<file path="src/rtl/page_xlate_pkg.sv">
package page_xlate_pkg;

    localparam int REF_BIT   = 4;
    localparam int DIRTY_BIT = 5;
    localparam int CODE_LSB  = 0;

    localparam logic [7:0] SRC_SET = 8'h10;
    localparam logic [7:0] DST_SET = 8'hB0;

    typedef enum logic {
        ACC_SRC = 1'b0,
        ACC_DST = 1'b1
    } acc_e;

    typedef enum logic {
        STEP_UP   = 1'b0,
        STEP_DOWN = 1'b1
    } step_e;

    typedef enum logic [1:0] {
        FLT_NONE  = 2'd0,
        FLT_WPROT = 2'd1,
        FLT_PAGE  = 2'd2
    } fault_e;

    typedef enum logic [2:0] {
        ST_IDLE,
        ST_LOOK,
        ST_EVAL,
        ST_WRITE,
        ST_RELOOK,
        ST_REEVAL,
        ST_DONE
    } st_e;

    typedef struct packed {
        acc_e  mode;
        step_e dir;
        logic  adv;
    } cmd_t;

    // Fault decision from the access kind and the two-bit access code.
    function automatic fault_e code_fault(acc_e m, logic [1:0] code);
        fault_e f;
        f = FLT_NONE;
        if (code == 2'd3)
            f = FLT_PAGE;
        else if (m == ACC_DST && code == 2'd2)
            f = FLT_WPROT;
        return f;
    endfunction

endpackage

</file>
<file path="src/rtl/pmt_stepper.sv">
module pmt_stepper
    import page_xlate_pkg::*;
#(
    parameter int HI_W  = 8,
    parameter int LO_W  = 16,
    parameter int OFS_W = 8
) (
    input  step_e             dir,
    input  logic [HI_W-1:0]   in_hi,
    input  logic [LO_W-1:0]   in_lo,
    output logic [HI_W-1:0]   out_hi,
    output logic [LO_W-1:0]   out_lo
);
    localparam logic [LO_W:0] PAGE_STEP = {{(LO_W-OFS_W){1'b0}}, 1'b1, {OFS_W{1'b0}}};
    localparam logic [HI_W-1:0] HI_ONE  = {{(HI_W-1){1'b0}}, 1'b1};

    logic [LO_W:0] up_sum;
    logic [LO_W:0] dn_diff;

    assign up_sum  = {1'b0, in_lo} + PAGE_STEP;
    assign dn_diff = {1'b0, in_lo} - PAGE_STEP;

    always_comb begin
        if (dir == STEP_UP) begin
            out_lo = up_sum[LO_W-1:0];
            out_hi = up_sum[LO_W] ? in_hi + HI_ONE : in_hi;
        end else begin
            out_lo = dn_diff[LO_W-1:0];
            out_hi = dn_diff[LO_W] ? in_hi - HI_ONE : in_hi;
        end
    end
endmodule

</file>
<file path="src/rtl/pmt_judge.sv">
module pmt_judge
    import page_xlate_pkg::*;
#(
    parameter int ENT_W = 16
) (
    input  acc_e             mode,
    input  logic [ENT_W-1:0] entry,
    output fault_e           fault,
    output logic             need_wr,
    output logic [ENT_W-1:0] new_entry
);
    logic [7:0] set_bits;
    logic       flag_ok;

    always_comb begin
        fault = code_fault(mode, entry[CODE_LSB +: 2]);
        if (mode == ACC_SRC) begin
            set_bits = SRC_SET;
            flag_ok  = entry[REF_BIT];
        end else begin
            set_bits = DST_SET;
            flag_ok  = entry[DIRTY_BIT];
        end
        need_wr   = (fault == FLT_NONE) && !flag_ok;
        new_entry = entry | {{(ENT_W-8){1'b0}}, set_bits};
    end
endmodule

</file>
<file path="src/rtl/pmt_ctrl.sv">
module pmt_ctrl
    import page_xlate_pkg::*;
#(
    parameter int HI_W  = 8,
    parameter int LO_W  = 16,
    parameter int OFS_W = 8,
    parameter int ENT_W = 16
) (
    input  logic                          clk,
    input  logic                          rst,
    input  logic                          cmd_valid,
    input  acc_e                          cmd_mode,
    input  logic                          cmd_adv,
    input  logic [HI_W-1:0]               cmd_hi,
    input  logic [LO_W-1:0]               cmd_lo,
    input  logic [HI_W-1:0]               step_hi,
    input  logic [LO_W-1:0]               step_lo,
    input  fault_e                        j_fault,
    input  logic                          j_wr,
    input  logic [ENT_W-1:0]              j_wdata,
    input  logic [ENT_W-1:0]              map_rdata,
    output acc_e                          mode_q,
    output logic                          accept,
    output logic [HI_W-1:0]               cur_hi,
    output logic [LO_W-1:0]               cur_lo,
    output logic                          busy,
    output logic                          map_rd_en,
    output logic                          map_wr_en,
    output logic [HI_W+LO_W-OFS_W-1:0]    map_addr,
    output logic [ENT_W-1:0]              map_wdata,
    output logic                          res_valid,
    output fault_e                        res_fault,
    output logic [ENT_W-1:0]              res_addr
);
    localparam int PG_W = ENT_W - OFS_W;

    st_e               st_q;
    logic [PG_W-1:0]   page_q;
    fault_e            fault_q;
    logic [ENT_W-1:0]  wdata_q;

    assign accept = (st_q == ST_IDLE) && cmd_valid;

    always_ff @(posedge clk) begin
        if (rst) begin
            st_q    <= ST_IDLE;
            mode_q  <= ACC_SRC;
            cur_hi  <= '0;
            cur_lo  <= '0;
            page_q  <= '0;
            fault_q <= FLT_NONE;
            wdata_q <= '0;
        end else begin
            case (st_q)
                ST_IDLE: begin
                    if (cmd_valid) begin
                        mode_q <= cmd_mode;
                        if (cmd_adv) begin
                            cur_hi <= step_hi;
                            cur_lo <= step_lo;
                        end else begin
                            cur_hi <= cmd_hi;
                            cur_lo <= cmd_lo;
                        end
                        st_q <= ST_LOOK;
                    end
                end
                ST_LOOK:   st_q <= ST_EVAL;
                ST_EVAL: begin
                    page_q  <= map_rdata[ENT_W-1:OFS_W];
                    fault_q <= j_fault;
                    wdata_q <= j_wdata;
                    if (j_fault == FLT_NONE && j_wr)
                        st_q <= ST_WRITE;
                    else
                        st_q <= ST_DONE;
                end
                ST_WRITE:  st_q <= ST_RELOOK;
                ST_RELOOK: st_q <= ST_REEVAL;
                ST_REEVAL: begin
                    page_q <= map_rdata[ENT_W-1:OFS_W];
                    st_q   <= ST_DONE;
                end
                ST_DONE:   st_q <= ST_IDLE;
                default:   st_q <= ST_IDLE;
            endcase
        end
    end

    assign busy      = (st_q != ST_IDLE);
    assign map_rd_en = (st_q == ST_LOOK) || (st_q == ST_RELOOK);
    assign map_wr_en = (st_q == ST_WRITE);
    assign map_addr  = {cur_hi, cur_lo[LO_W-1:OFS_W]};
    assign map_wdata = wdata_q;
    assign res_valid = (st_q == ST_DONE);
    assign res_fault = fault_q;
    assign res_addr  = (fault_q == FLT_NONE) ? {page_q, cur_lo[OFS_W-1:0]} : '0;

    AST_BUSY_DROPS: assert property (@(posedge clk) disable iff (rst)
        res_valid |=> !busy && !res_valid);

    AST_FAULT_NO_ADDR: assert property (@(posedge clk) disable iff (rst)
        (res_valid && res_fault != FLT_NONE) |-> (res_addr == '0));

    AST_REREAD_AFTER_WRITE: assert property (@(posedge clk) disable iff (rst)
        map_wr_en |=> (!map_wr_en && $stable(map_addr)));

    AST_WPROT_ONLY_DST: assert property (@(posedge clk) disable iff (rst)
        (res_valid && res_fault == FLT_WPROT) |-> (mode_q == ACC_DST));

    AST_SRC_SETS_REF: assert property (@(posedge clk) disable iff (rst)
        (map_wr_en && mode_q == ACC_SRC) |-> map_wdata[REF_BIT]);

    AST_DST_SETS_DIRTY: assert property (@(posedge clk) disable iff (rst)
        (map_wr_en && mode_q == ACC_DST) |-> (map_wdata[7] && map_wdata[DIRTY_BIT] && map_wdata[REF_BIT]));
endmodule

</file>
<file path="src/rtl/page_xlate.sv">
module page_xlate
    import page_xlate_pkg::*;
#(
    parameter int HI_W  = 8,
    parameter int LO_W  = 16,
    parameter int OFS_W = 8,
    parameter int ENT_W = 16
) (
    input  logic                       clk,
    input  logic                       rst,
    input  logic                       cmd_valid,
    input  logic                       cmd_mode,
    input  logic                       cmd_dir,
    input  logic                       cmd_adv,
    input  logic [HI_W-1:0]            cmd_va_hi,
    input  logic [LO_W-1:0]            cmd_va_lo,
    output logic                       busy,
    output logic                       map_rd_en,
    output logic                       map_wr_en,
    output logic [HI_W+LO_W-OFS_W-1:0] map_addr,
    output logic [ENT_W-1:0]           map_wdata,
    input  logic [ENT_W-1:0]           map_rdata,
    output logic                       res_valid,
    output logic [1:0]                 res_fault,
    output logic [ENT_W-1:0]           res_addr,
    output logic [HI_W-1:0]            cur_va_hi,
    output logic [LO_W-1:0]            cur_va_lo
);
    localparam logic [HI_W+LO_W-1:0] VA_PAGE = {{(HI_W+LO_W-OFS_W-1){1'b0}}, 1'b1, {OFS_W{1'b0}}};

    cmd_t              cmd;
    acc_e              mode_q;
    logic              accept;
    logic [HI_W-1:0]   step_hi;
    logic [LO_W-1:0]   step_lo;
    fault_e            j_fault;
    logic              j_wr;
    logic [ENT_W-1:0]  j_wdata;
    fault_e            fault_w;

    assign cmd.mode = acc_e'(cmd_mode);
    assign cmd.dir  = step_e'(cmd_dir);
    assign cmd.adv  = cmd_adv;

    pmt_stepper #(.HI_W(HI_W), .LO_W(LO_W), .OFS_W(OFS_W)) u_step (
        .dir    (cmd.dir),
        .in_hi  (cur_va_hi),
        .in_lo  (cur_va_lo),
        .out_hi (step_hi),
        .out_lo (step_lo)
    );

    pmt_judge #(.ENT_W(ENT_W)) u_judge (
        .mode      (mode_q),
        .entry     (map_rdata),
        .fault     (j_fault),
        .need_wr   (j_wr),
        .new_entry (j_wdata)
    );

    pmt_ctrl #(.HI_W(HI_W), .LO_W(LO_W), .OFS_W(OFS_W), .ENT_W(ENT_W)) u_ctrl (
        .clk       (clk),
        .rst       (rst),
        .cmd_valid (cmd_valid),
        .cmd_mode  (cmd.mode),
        .cmd_adv   (cmd.adv),
        .cmd_hi    (cmd_va_hi),
        .cmd_lo    (cmd_va_lo),
        .step_hi   (step_hi),
        .step_lo   (step_lo),
        .j_fault   (j_fault),
        .j_wr      (j_wr),
        .j_wdata   (j_wdata),
        .map_rdata (map_rdata),
        .mode_q    (mode_q),
        .accept    (accept),
        .cur_hi    (cur_va_hi),
        .cur_lo    (cur_va_lo),
        .busy      (busy),
        .map_rd_en (map_rd_en),
        .map_wr_en (map_wr_en),
        .map_addr  (map_addr),
        .map_wdata (map_wdata),
        .res_valid (res_valid),
        .res_fault (fault_w),
        .res_addr  (res_addr)
    );

    assign res_fault = fault_w;

    AST_FWD_STEP: assert property (@(posedge clk) disable iff (rst)
        (!$past(rst) && $past(accept && cmd.adv && cmd.dir == STEP_UP))
        |-> ({cur_va_hi, cur_va_lo} == $past({cur_va_hi, cur_va_lo}) + VA_PAGE));

    AST_BACK_STEP: assert property (@(posedge clk) disable iff (rst)
        (!$past(rst) && $past(accept && cmd.adv && cmd.dir == STEP_DOWN))
        |-> ({cur_va_hi, cur_va_lo} == $past({cur_va_hi, cur_va_lo}) - VA_PAGE));

    AST_LOAD_CMD: assert property (@(posedge clk) disable iff (rst)
        (!$past(rst) && $past(accept && !cmd.adv))
        |-> ({cur_va_hi, cur_va_lo} == $past({cmd_va_hi, cmd_va_lo})));
endmodule

</file>
<file path="config.mk">
export PLATFORM = sky130hd
export DESIGN_NAME = page_xlate
export DESIGN_NICKNAME = d
export VERILOG_FILES = /design/src/rtl/page_xlate_pkg.sv /design/src/rtl/pmt_stepper.sv /design/src/rtl/pmt_judge.sv /design/src/rtl/pmt_ctrl.sv /design/src/rtl/page_xlate.sv
export SDC_FILE = /design/constraint.sdc
export NUM_CORES = 1
export LEC_CHECK = 0
export BUFFER_PORTS_ARGS = -buffer_cell sky130_fd_sc_hd__buf_2
export CAP_MARGIN = 20
export CORE_MARGIN = 2
export CORE_UTILIZATION = 52
export DETAILED_ROUTE_END_ITERATION = 10
export GPL_ROUTABILITY_DRIVEN = 0
export GPL_TIMING_DRIVEN = 0
export PLACE_DENSITY = 0.85
export SYNTH_ARGS = -nofsm -noshare
export SYNTH_HDL_FRONTEND = slang
export SYNTH_SLANG_ARGS = --single-unit
export TNS_END_PERCENT = 20
</file>
<file path="constraint.sdc">
create_clock -name clk -period 4 [get_ports clk]
set_clock_uncertainty 0.2 [all_clocks]
set_input_delay 0.8 -clock clk [delete_from_list [all_inputs] [get_ports clk]]
set_output_delay 0.8 -clock clk [all_outputs]
set_load 0.05 [all_outputs]
</file>
==> results.toml, run 1 <==
[min_path]
whs_path_depth = 2
hp-class = "flop to flop"

[route]
via_per_inst = 5.38
drt_wl_total_um = 8000
drt_iter0_drc = 158
wl_per_cell_um = 14.1
drt_first_pass_iters = 4
ant_nets = 0
vias = 3048
drc = 0

[cts]
hold_buffers = 0
cts_tree = "yes"
clock_path_buffers = 2
numClockSinks = 54
cts-root-buf = "clkbuf_8"
post_cts_buffers = 0
clk_latency_ps = 320
postCtsResizedCells = 0
numCtsBuffers = 5
cts.reportedPaths.clkPinSlew_ps = 110
htreeDepth = 2

[sta]
fmax_mhz = 346
finalHoldViolations = 0
min_period_ps = 2890
slew_viol_final = 0
tightest_slew_ps = 597
setup_violations = 0
tns_ps = 0
timing.slew.headroom_pct = 59.6
fin_crit_sh_pct = 72.3
grt_setup_unrepaired = "no"

[grt]
grt_use_met3_pct = 3.52
met2_usage_pct = 43.9
grt_antenna_before_repair = 0
overflow = 0
grt_usage_pct = 25.2
grt_max_degree = 18
grt_pass1_vias = 2792
grt_pass1_wl_um = 12600
busiest_layer = "met2"
use_met1_pct = 30.8

[layout]
fill_cells = 491
drive_above_1_share_pct = 33.9
fin_cells = 567
fin_area_mm2 = 0.00377
num_antenna_cells = 0
nets = 549
areaGrowthSynthToFinish_pct = 27.9
most-common-layout-cells = "130 x buf_2, 54 x dfxtp_1, 50 x nand2_1"
layout_commonest_cell = "buf_2"

[placed_design]
port_buffers = 122
post-place-cells = 559
dpl-instance-area_mm2 = 0.00364
dpl.hpwl_um = 6040

[synth]
yosys_warnings = 0
synth.distinct_cells = 52
synth_xor_area_share_pct = 1.49
synth_nets = 420
synth_compound_area_share_pct = 19.7
ys.flop_type = "dfxtp_1"
syn_avg_cell_area_um2 = 8.07
yosysSeqAreaShare_pct = 36.7
synth_top_area_share_pct = 36.7
muxShareOfSynthArea_pct = 4.80
synthAdderAreaFrac_pct = 4.08
yosysTopAreaCell = "dfxtp_1"
synth_top_family_by_area = "simple AND/OR/NAND/NOR gates"
synth_edf_count = 0
synth_cells = 365
synth-seq-cells = 54
syn_area_mm2 = 0.00294
synth-async-reset-ratio_pct = 0
yosys.area_share.simple_pct = 24.7
synth.area.top_cells = "dfxtp_1 37%, nand2_1 6.4%, a21oi_1 6.3%, mux2i_1 4.4%, and2_1 4.2%"

[setup_path]
r2r_cells = 7
critPathKind = "flop to output pin"
crit_path_end_kind = "output pin"
arrival_ps = 1890
cp_max_fo = 10
startpoint_type = "flop"
crit_required_ps = 3000

[floorplanning]
dieHeight_um = 79.2
pin_count = 124
core_mm2 = 0.00547
die_w_um = 79.2
start_util_pct = 53.8
rows = 27
die_area_mm2 = 0.00628

[power]
ir_drop_uv = 264
p_comb_share_pct = 38.8
swShare_pct = 40.7
power_switching_w = 0.000682
p_leak_nw = 1.80
powerDensity_mw_per_mm2 = 445
clkPwrFrac_pct = 23.8
p_int_w = 0.000993
seq_power_share_pct = 37.4

[outcome]
outcome = "finished clean"

[flow_run]
drv_cap = 0
[final cells by class]
class	instances	area [um^2]	area share [%]
inverter	9	33.8	0.897
clock buffer	6	82.6	2.19
tap	72	90.1	2.39
timing repair buffer	122	611	16.2
buffer	35	216	5.75
multi-input combinational	267	1610	42.8
clock inverter	2	38.8	1.03
sequential	54	1080	28.7
[flip-flops by register name, summed over array words and instances, names as in the netlist]
signal	count
u_ctrl.cur_lo	16
u_ctrl.map_wdata	16
u_ctrl.cur_hi	8
u_ctrl.page_q	8
u_ctrl.st_q	3
u_ctrl.res_fault	2
u_ctrl.mode_q	1
[final timing paths]
path | endpoint | slack (ps) | startpoint
worst max-delay path | res_addr[12] | 1110 | u_ctrl.res_fault[0]$_SDFFE_PP0P_
worst max register to register | u_ctrl.cur_hi[5]$_SDFFE_PP0P_ | 1880 | u_ctrl.cur_lo[9]$_SDFFE_PP0P_
worst min register to register | u_ctrl.map_wdata[12]$_SDFFE_PP0P_ | 260 | u_ctrl.map_wdata[12]$_SDFFE_PP0P_
worst min-delay path | u_ctrl.map_wdata[12]$_SDFFE_PP0P_ | 260 | u_ctrl.map_wdata[12]$_SDFFE_PP0P_
[metal layers]
| layer | vias to the layer above | share of wire (%) |
|---|---|---|
| met5 | - | 0 |
| met4 | 0 | 2.7 |
| met3 | 19 | 5.9 |
| met2 | 114 | 50 |
| met1 | 1414 | 41 |
| li1 | 1501 | - |
[synth_stat cells, drive strengths merged, types with 2 or more instances]
master and n:
dfxtp 54, nand2 51, a21oi 37, nor2 34, buf 27, o21ai 22
and2 20, mux2i 13, nor3 11, inv 9, clkbuf 8, ha 8
nor2b 8, nand2b 7, a21o 6, nand3 6, xnor2 5, a211oi 4
a22oi 3, a311oi 3, and3 3, or3 3, a31oi 2, and4b 2
o211ai 2, o21a 2
[power by group through the flow]
stage,Clock [W],Combinational (W),Sequential [W]
floorplan,0,0.000384,0.000751
global placement,0,0.000635,0.000636
detailed placement,0,0.000648,0.000638
CTS,0.000401,0.000650,0.000625
global route,0.000423,0.000697,0.000633
finish,0.000398,0.000650,0.000626
[through the flow]
step | hold WS [ps] | util [%] | total power, W | setup WS [ps]
2_1_floorplan | 252 | - | 0.00114 | 1550
3_3_place_gp | 240 | 66.6 | 0.00127 | 1280
3_5_place_dp | 244 | 66.6 | 0.00129 | 1240
4_1_cts | 257 | 68.8 | 0.00168 | 1090
5_1_grt | 277 | 68.8 | 0.00175 | 1000
6_report | 257 | 68.8 | 0.00168 | 1110
[worst max-delay path: stages (launching register included)]
cell,delay [ps]
dfxtp_1,340
nor2_1,380
clkbuf_1,390
and2_1,210
buf_2,270
[cells by family after synthesis]
| family | after synthesis |
|---|---|
| AO/OA/AOI/OAI | 91 |
| flip-flops | 54 |
| buffers and inverters | 44 |
| XOR/XNOR | 5 |
| adder cells (fa/ha/maj) | 9 |
| multiplexers | 14 |
| AND/OR/NAND/NOR | 148 |
(Power assumes the default switching activity.)
==> inputs of run 2 (changes only) <==
--- a/config.mk
+++ b/config.mk
@@ -8,11 +8,11 @@
 export BUFFER_PORTS_ARGS = -buffer_cell sky130_fd_sc_hd__buf_2
 export CAP_MARGIN = 20
 export CORE_MARGIN = 2
-export CORE_UTILIZATION = 52
+export CORE_UTILIZATION = 48
 export DETAILED_ROUTE_END_ITERATION = 10
 export GPL_ROUTABILITY_DRIVEN = 0
 export GPL_TIMING_DRIVEN = 0
-export PLACE_DENSITY = 0.85
+export PLACE_DENSITY = 0.79
 export SYNTH_ARGS = -nofsm -noshare
 export SYNTH_HDL_FRONTEND = slang
 export SYNTH_SLANG_ARGS = --single-unit
==> constraint.sdc (replaced) <==
create_clock -name clk -period 2.75 [get_ports clk]
set_clock_uncertainty 0.2 [all_clocks]
set_input_delay 0.55 -clock clk [delete_from_list [all_inputs] [get_ports clk]]
set_output_delay 0.55 -clock clk [all_outputs]
set_load 0.05 [all_outputs]
==> run 2 against run 1 <==
Flip-flop and latch count is the same. Utilization shrank 5.8 points. Global-route usage shrank 2.4 points. Setup slack lost 990 ps. Clock-buffer cell count shrank 1. Sequential power grew 46%. Design area shrank 0.90%. Die area grew 7.9%. Wire length grew 0.41%. Register-to-register slack lost 1200 ps. Critical endpoint is now res_addr[14].
==> results.toml, run 2 (synthesis results as in run 1) <==
[outcome]
outcome = "finished clean"

[sta]
tightest_slew_ps = 686
fmax_mhz = 379
hold_slack_ps = 254
min_period_ps = 2640
setup_violations = 0
finalHoldViolations = 0
timing.slew.headroom_pct = 54.3
tns_ps = 0
fin_crit_sh_pct = 95.9
worst_slack_ps = 112
grt_setup_unrepaired = "no"
slew_viol_final = 0

[floorplanning]
die_area_mm2 = 0.00678
die_w_um = 82.3
rows = 28
core_mm2 = 0.00592
dieHeight_um = 82.3
pin_count = 124
start_util_pct = 49.7

[grt]
overflow = 0
grt_antenna_before_repair = 0
grt_pass1_vias = 2548
grt_pass1_wl_um = 12000
grt_max_degree = 17
grt_usage_pct = 22.8

[setup_path]
r2r_slack_ps = 640
crit_required_ps = 2000
cp_max_fo = 10
arrival_ps = 1890
r2r-end = "u_ctrl.cur_hi[5]$_SDFFE_PP0P_"
startpoint_type = "flop"
critPathKind = "flop to output pin"
worstSetupStartpoint = "u_ctrl.res_fault[0]$_SDFFE_PP0P_"
timing.rr.start = "u_ctrl.cur_hi[3]$_SDFFE_PP0P_"
crit_path_end_kind = "output pin"
r2r_cells = 6

[power]
seq_power_share_pct = 39.7
ir_drop_uv = 343
p_comb_share_pct = 41.2
p_leak_nw = 1.78
powerDensity_mw_per_mm2 = 615
power_switching_w = 0.000978
p_int_w = 0.00132
clkPwrFrac_pct = 19.1
swShare_pct = 42.6

[layout]
drive_above_1_share_pct = 33.8
layout_commonest_cell = "buf_2"
most-common-layout-cells = "130 x buf_2, 54 x dfxtp_1, 50 x nand2_1"
fin_area_mm2 = 0.00373
nets = 549
num_antenna_cells = 0
fill_cells = 539
areaGrowthSynthToFinish_pct = 26.8

[route]
drt_iter0_drc = 164
drt_first_pass_iters = 4
wl_per_cell_um = 14.1
drc = 0
ant_nets = 0
vias = 2963
via_per_inst = 5.21
drt_wl_total_um = 8040

[cts]
numClockSinks = 54
cts.reportedPaths.clkPinSlew_ps = 100
numCtsBuffers = 5
htreeDepth = 2
post_cts_buffers = 0
cts-root-buf = "clkbuf_8"
clk_latency_ps = 300
cts_tree = "yes"
clock_path_buffers = 2
postCtsResizedCells = 0
hold_buffers = 0

[placed_design]
port_buffers = 122
pre_cts_slack_ps = 241
dpl.hpwl_um = 5940
dpl-instance-area_mm2 = 0.00365

[flow_run]
drv_cap = 0

[min_path]
hp-class = "flop to flop"
whs_path_depth = 2
hold_end = "u_ctrl.map_wdata[3]$_SDFFE_PP0P_"
min_from = "u_ctrl.map_wdata[3]$_SDFFE_PP0P_"
## run 2: changes by cell type in the layout (fill, tap and decap cells not counted)
cell        delta
inv_6          -1
clkbuf_8       -1
bufinv_16      -1
clkinvlp_4     +2
## run 2: cell type report
cell class / count / area [um^2] / area share [%]
buffer: 35 / 216 / 5.80
inverter: 9 / 33.8 / 0.905
clock buffer: 5 / 68.8 / 1.84
timing repair buffer: 122 / 611 / 16.4
clock inverter: 2 / 15.0 / 0.402
sequential: 54 / 1080 / 29.0
tap: 75 / 93.8 / 2.51
multi-input combinational: 267 / 1610 / 43.2
## run 2: worst max-delay path: stages, from the launching register on
cell      delay (ps)
dfxtp_1          340
nor2_1           410
clkbuf_1         390
and2_1           190
buf_2            260
## run 2: worst max-delay path by stage
stage,end,slack [ps],depth (start not counted)
detailed placement,u_ctrl.cur_hi[6]$_SDFFE_PP0P_,240,9
floorplan,u_ctrl.cur_hi[5]$_SDFFE_PP0P_,410,6
global route,res_addr[8],7,4
CTS,res_addr[14],110,4
global placement,u_ctrl.cur_hi[6]$_SDFFE_PP0P_,270,9
finish,res_addr[14],110,4
## run 2: routing by layer
metal / track usage [%] / part of all wire [%] / routed length [um]
met1: 29.6 / 45 / 3650
met2: 39.9 / 49 / 3960
met4: 4.50 / 0.50 / 40
met5: 0 / 0 / 0
met3: 3.80 / 4.8 / 386
## run 2: metrics by stage
step / instances / util (%) / power (W)
after floorplan: 365 / - / 0.00165
after global placement: 562 / 61.6 / 0.00185
after detailed placement: 562 / 61.6 / 0.00187
after CTS: 569 / 63.0 / 0.00230
after global routing: 569 / 63.0 / 0.00241
final: 569 / 63.0 / 0.00230
## run 2: power by group through the flow
stage	clock, W	sequential, W	combinational [W]
floorplan	0	0.00109	0.000559
finish	0.000440	0.000911	0.000946
global placement	0	0.000924	0.000927
detailed placement	0	0.000927	0.000941
global route	0.000478	0.000922	0.00101
CTS	0.000445	0.000909	0.000945
==> inputs of run 3 (changes only) <==
--- a/config.mk
+++ b/config.mk
@@ -13,6 +13,7 @@
 export GPL_ROUTABILITY_DRIVEN = 0
 export GPL_TIMING_DRIVEN = 0
 export PLACE_DENSITY = 0.79
+export REMOVE_ABC_BUFFERS = 1
 export SYNTH_ARGS = -nofsm -noshare
 export SYNTH_HDL_FRONTEND = slang
 export SYNTH_SLANG_ARGS = --single-unit
==> run 3 against run 2 <==
Critical path depth is 1 lower. Register-to-register slack lost 100 ps. Utilization shrank 3.3 points. Sequential power is essentially flat. First-iteration DRC count down 55%. Total power down 2.5%. Maximum frequency up 5.2%. Largest cell class unchanged.
==> results.toml, run 3 (synthesis results as in run 1) <==
[outcome]
outcome = "finished clean"

[setup_path]
r2r_slack_ps = 540
path_cells = "nor2_1, and2_1, buf_2"
critPathKind = "flop to output pin"
crit_path_end_kind = "output pin"
cp_top_family = "simple AND/OR/NAND/NOR gates"
arrival_ps = 1760
cpMaxStageDelayCell = "nor2_1"
startpoint_type = "flop"
r2r_cells = 5
r2r-end = "u_ctrl.page_q[2]$_SDFFE_PP0P_"
cpPeakStageDelay_ps = 610
crit_required_ps = 2000
timing.rr.start = "u_ctrl.st_q[1]$_SDFFE_PP0P_"
cp_max_fo = 16
cp_num_buf_inv = 1
worstSetupStartpoint = "u_ctrl.res_fault[0]$_SDFFE_PP0P_"

[layout]
drive_above_1_share_pct = 31.2
nets = 516
areaGrowthSynthToFinish_pct = 20.1
num_antenna_cells = 0
layout_commonest_cell = "buf_2"
fin_cells = 537
most-common-layout-cells = "123 x buf_2, 54 x dfxtp_1, 50 x nand2_1"

[cts]
post_cts_buffers = 0
htreeDepth = 2
numCtsBuffers = 5
clock_path_buffers = 2
cts_tree = "yes"
postCtsResizedCells = 0
hold_buffers = 0
numClockSinks = 54
cts.reportedPaths.clkPinSlew_ps = 100
clk_latency_ps = 300
cts-root-buf = "clkbuf_8"

[route]
via_per_inst = 5.25
drc = 0
ant_nets = 0
vias = 2821
drt_wl_total_um = 6980
drt_first_pass_iters = 4
wl_per_cell_um = 13.0
drt_iter0_drc = 73

[power]
ir_drop_uv = 325
p_int_w = 0.00128
swShare_pct = 42.7
p_leak_nw = 1.65
seq_power_share_pct = 40.8
power_switching_w = 0.000955
clkPwrFrac_pct = 20.1
power_w = 0.00224
p_comb_share_pct = 39.1
powerDensity_mw_per_mm2 = 633

[grt]
grt_usage_pct = 19.9
grt_pass1_wl_um = 10700
met2_usage_pct = 36.3
busiest_layer = "met2"
grt_antenna_before_repair = 0
use_met1_pct = 23.8
grt_pass1_vias = 2486
grt_use_met3_pct = 3.91
grt_max_degree = 55
overflow = 0

[floorplanning]
die_w_um = 82.3
rows = 28
pin_count = 124
die_area_mm2 = 0.00678
dieHeight_um = 82.3
start_util_pct = 49.7
core_mm2 = 0.00592

[flow_run]
drv_cap = 0

[sta]
tns_ps = 0
tightest_slew_ps = 1010
setup_violations = 0
min_period_ps = 2510
timing.slew.headroom_pct = 32.5
hold_slack_ps = 261
worst_slack_ps = 243
fin_crit_sh_pct = 91.2
slew_viol_final = 0
grt_setup_unrepaired = "no"
finalHoldViolations = 0
fmax_mhz = 399

[min_path]
hold_end = "u_ctrl.map_wdata[1]$_SDFFE_PP0P_"
hp-class = "flop to flop"
whs_path_depth = 2
min_from = "u_ctrl.map_wdata[1]$_SDFFE_PP0P_"

[placed_design]
dpl.hpwl_um = 4980
pre_cts_slack_ps = 172
post-place-cells = 528
port_buffers = 123
## run 3: cell types whose count changed in the layout (fill, tap and decap cells not counted)
cell      previous run  this run
clkbuf_1             8         0
inv_6                0         1
buf_2              130       123
buf_6                2         0
buf_1                1         0
buf_4               16         1
## run 3: worst min-delay path: stages, from the launching register on
cell	delay, ps
dfxtp_1	320
nand2_1	50
a21oi_1	50
## run 3: how the worst max path moves through the flow
stage	end	depth (start not counted)
detailed placement	u_ctrl.cur_hi[5]$_SDFFE_PP0P_	7
floorplan	u_ctrl.cur_hi[5]$_SDFFE_PP0P_	6
CTS	res_addr[8]	3
global placement	u_ctrl.cur_hi[5]$_SDFFE_PP0P_	7
finish	res_addr[14]	3
global route	res_addr[11]	3
## run 3: per-layer routing
layer	up-vias	part of all wire [%]	wire, um
met5	-	0	0
li1	1429	-	-
met1	1306	45	3130
met2	84	49	3410
met4	0	0.23	16
met3	2	6.1	423
## run 3: power groups by stage
stage | Combinational [W] | Sequential (W) | Clock (W)
global route | 0.000949 | 0.000925 | 0.000509
detailed placement | 0.000875 | 0.000931 | 0
finish | 0.000875 | 0.000913 | 0.000451
floorplan | 0.000392 | 0.00119 | 0
CTS | 0.000879 | 0.000913 | 0.000475
global placement | 0.000863 | 0.000926 | 0
## run 3: layout make-up
type | instances | area (um^2)
clock inverter | 3 | 23.8
tap | 75 | 93.8
inverter | 9 | 33.8
clock buffer | 5 | 68.8
fill | 558 | 2380
timing repair buffer | 124 | 623
multi-input combinational | 267 | 1610
sequential | 54 | 1080
## run 3: through the flow
stage | util (%) | instance area (um^2)
6_report | 59.7 | 3540
5_1_grt | 59.7 | 3540
4_1_cts | 59.6 | 3530
3_5_place_dp | 58.1 | 3440
3_3_place_gp | 58.1 | 3440
2_1_floorplan | - | 2730
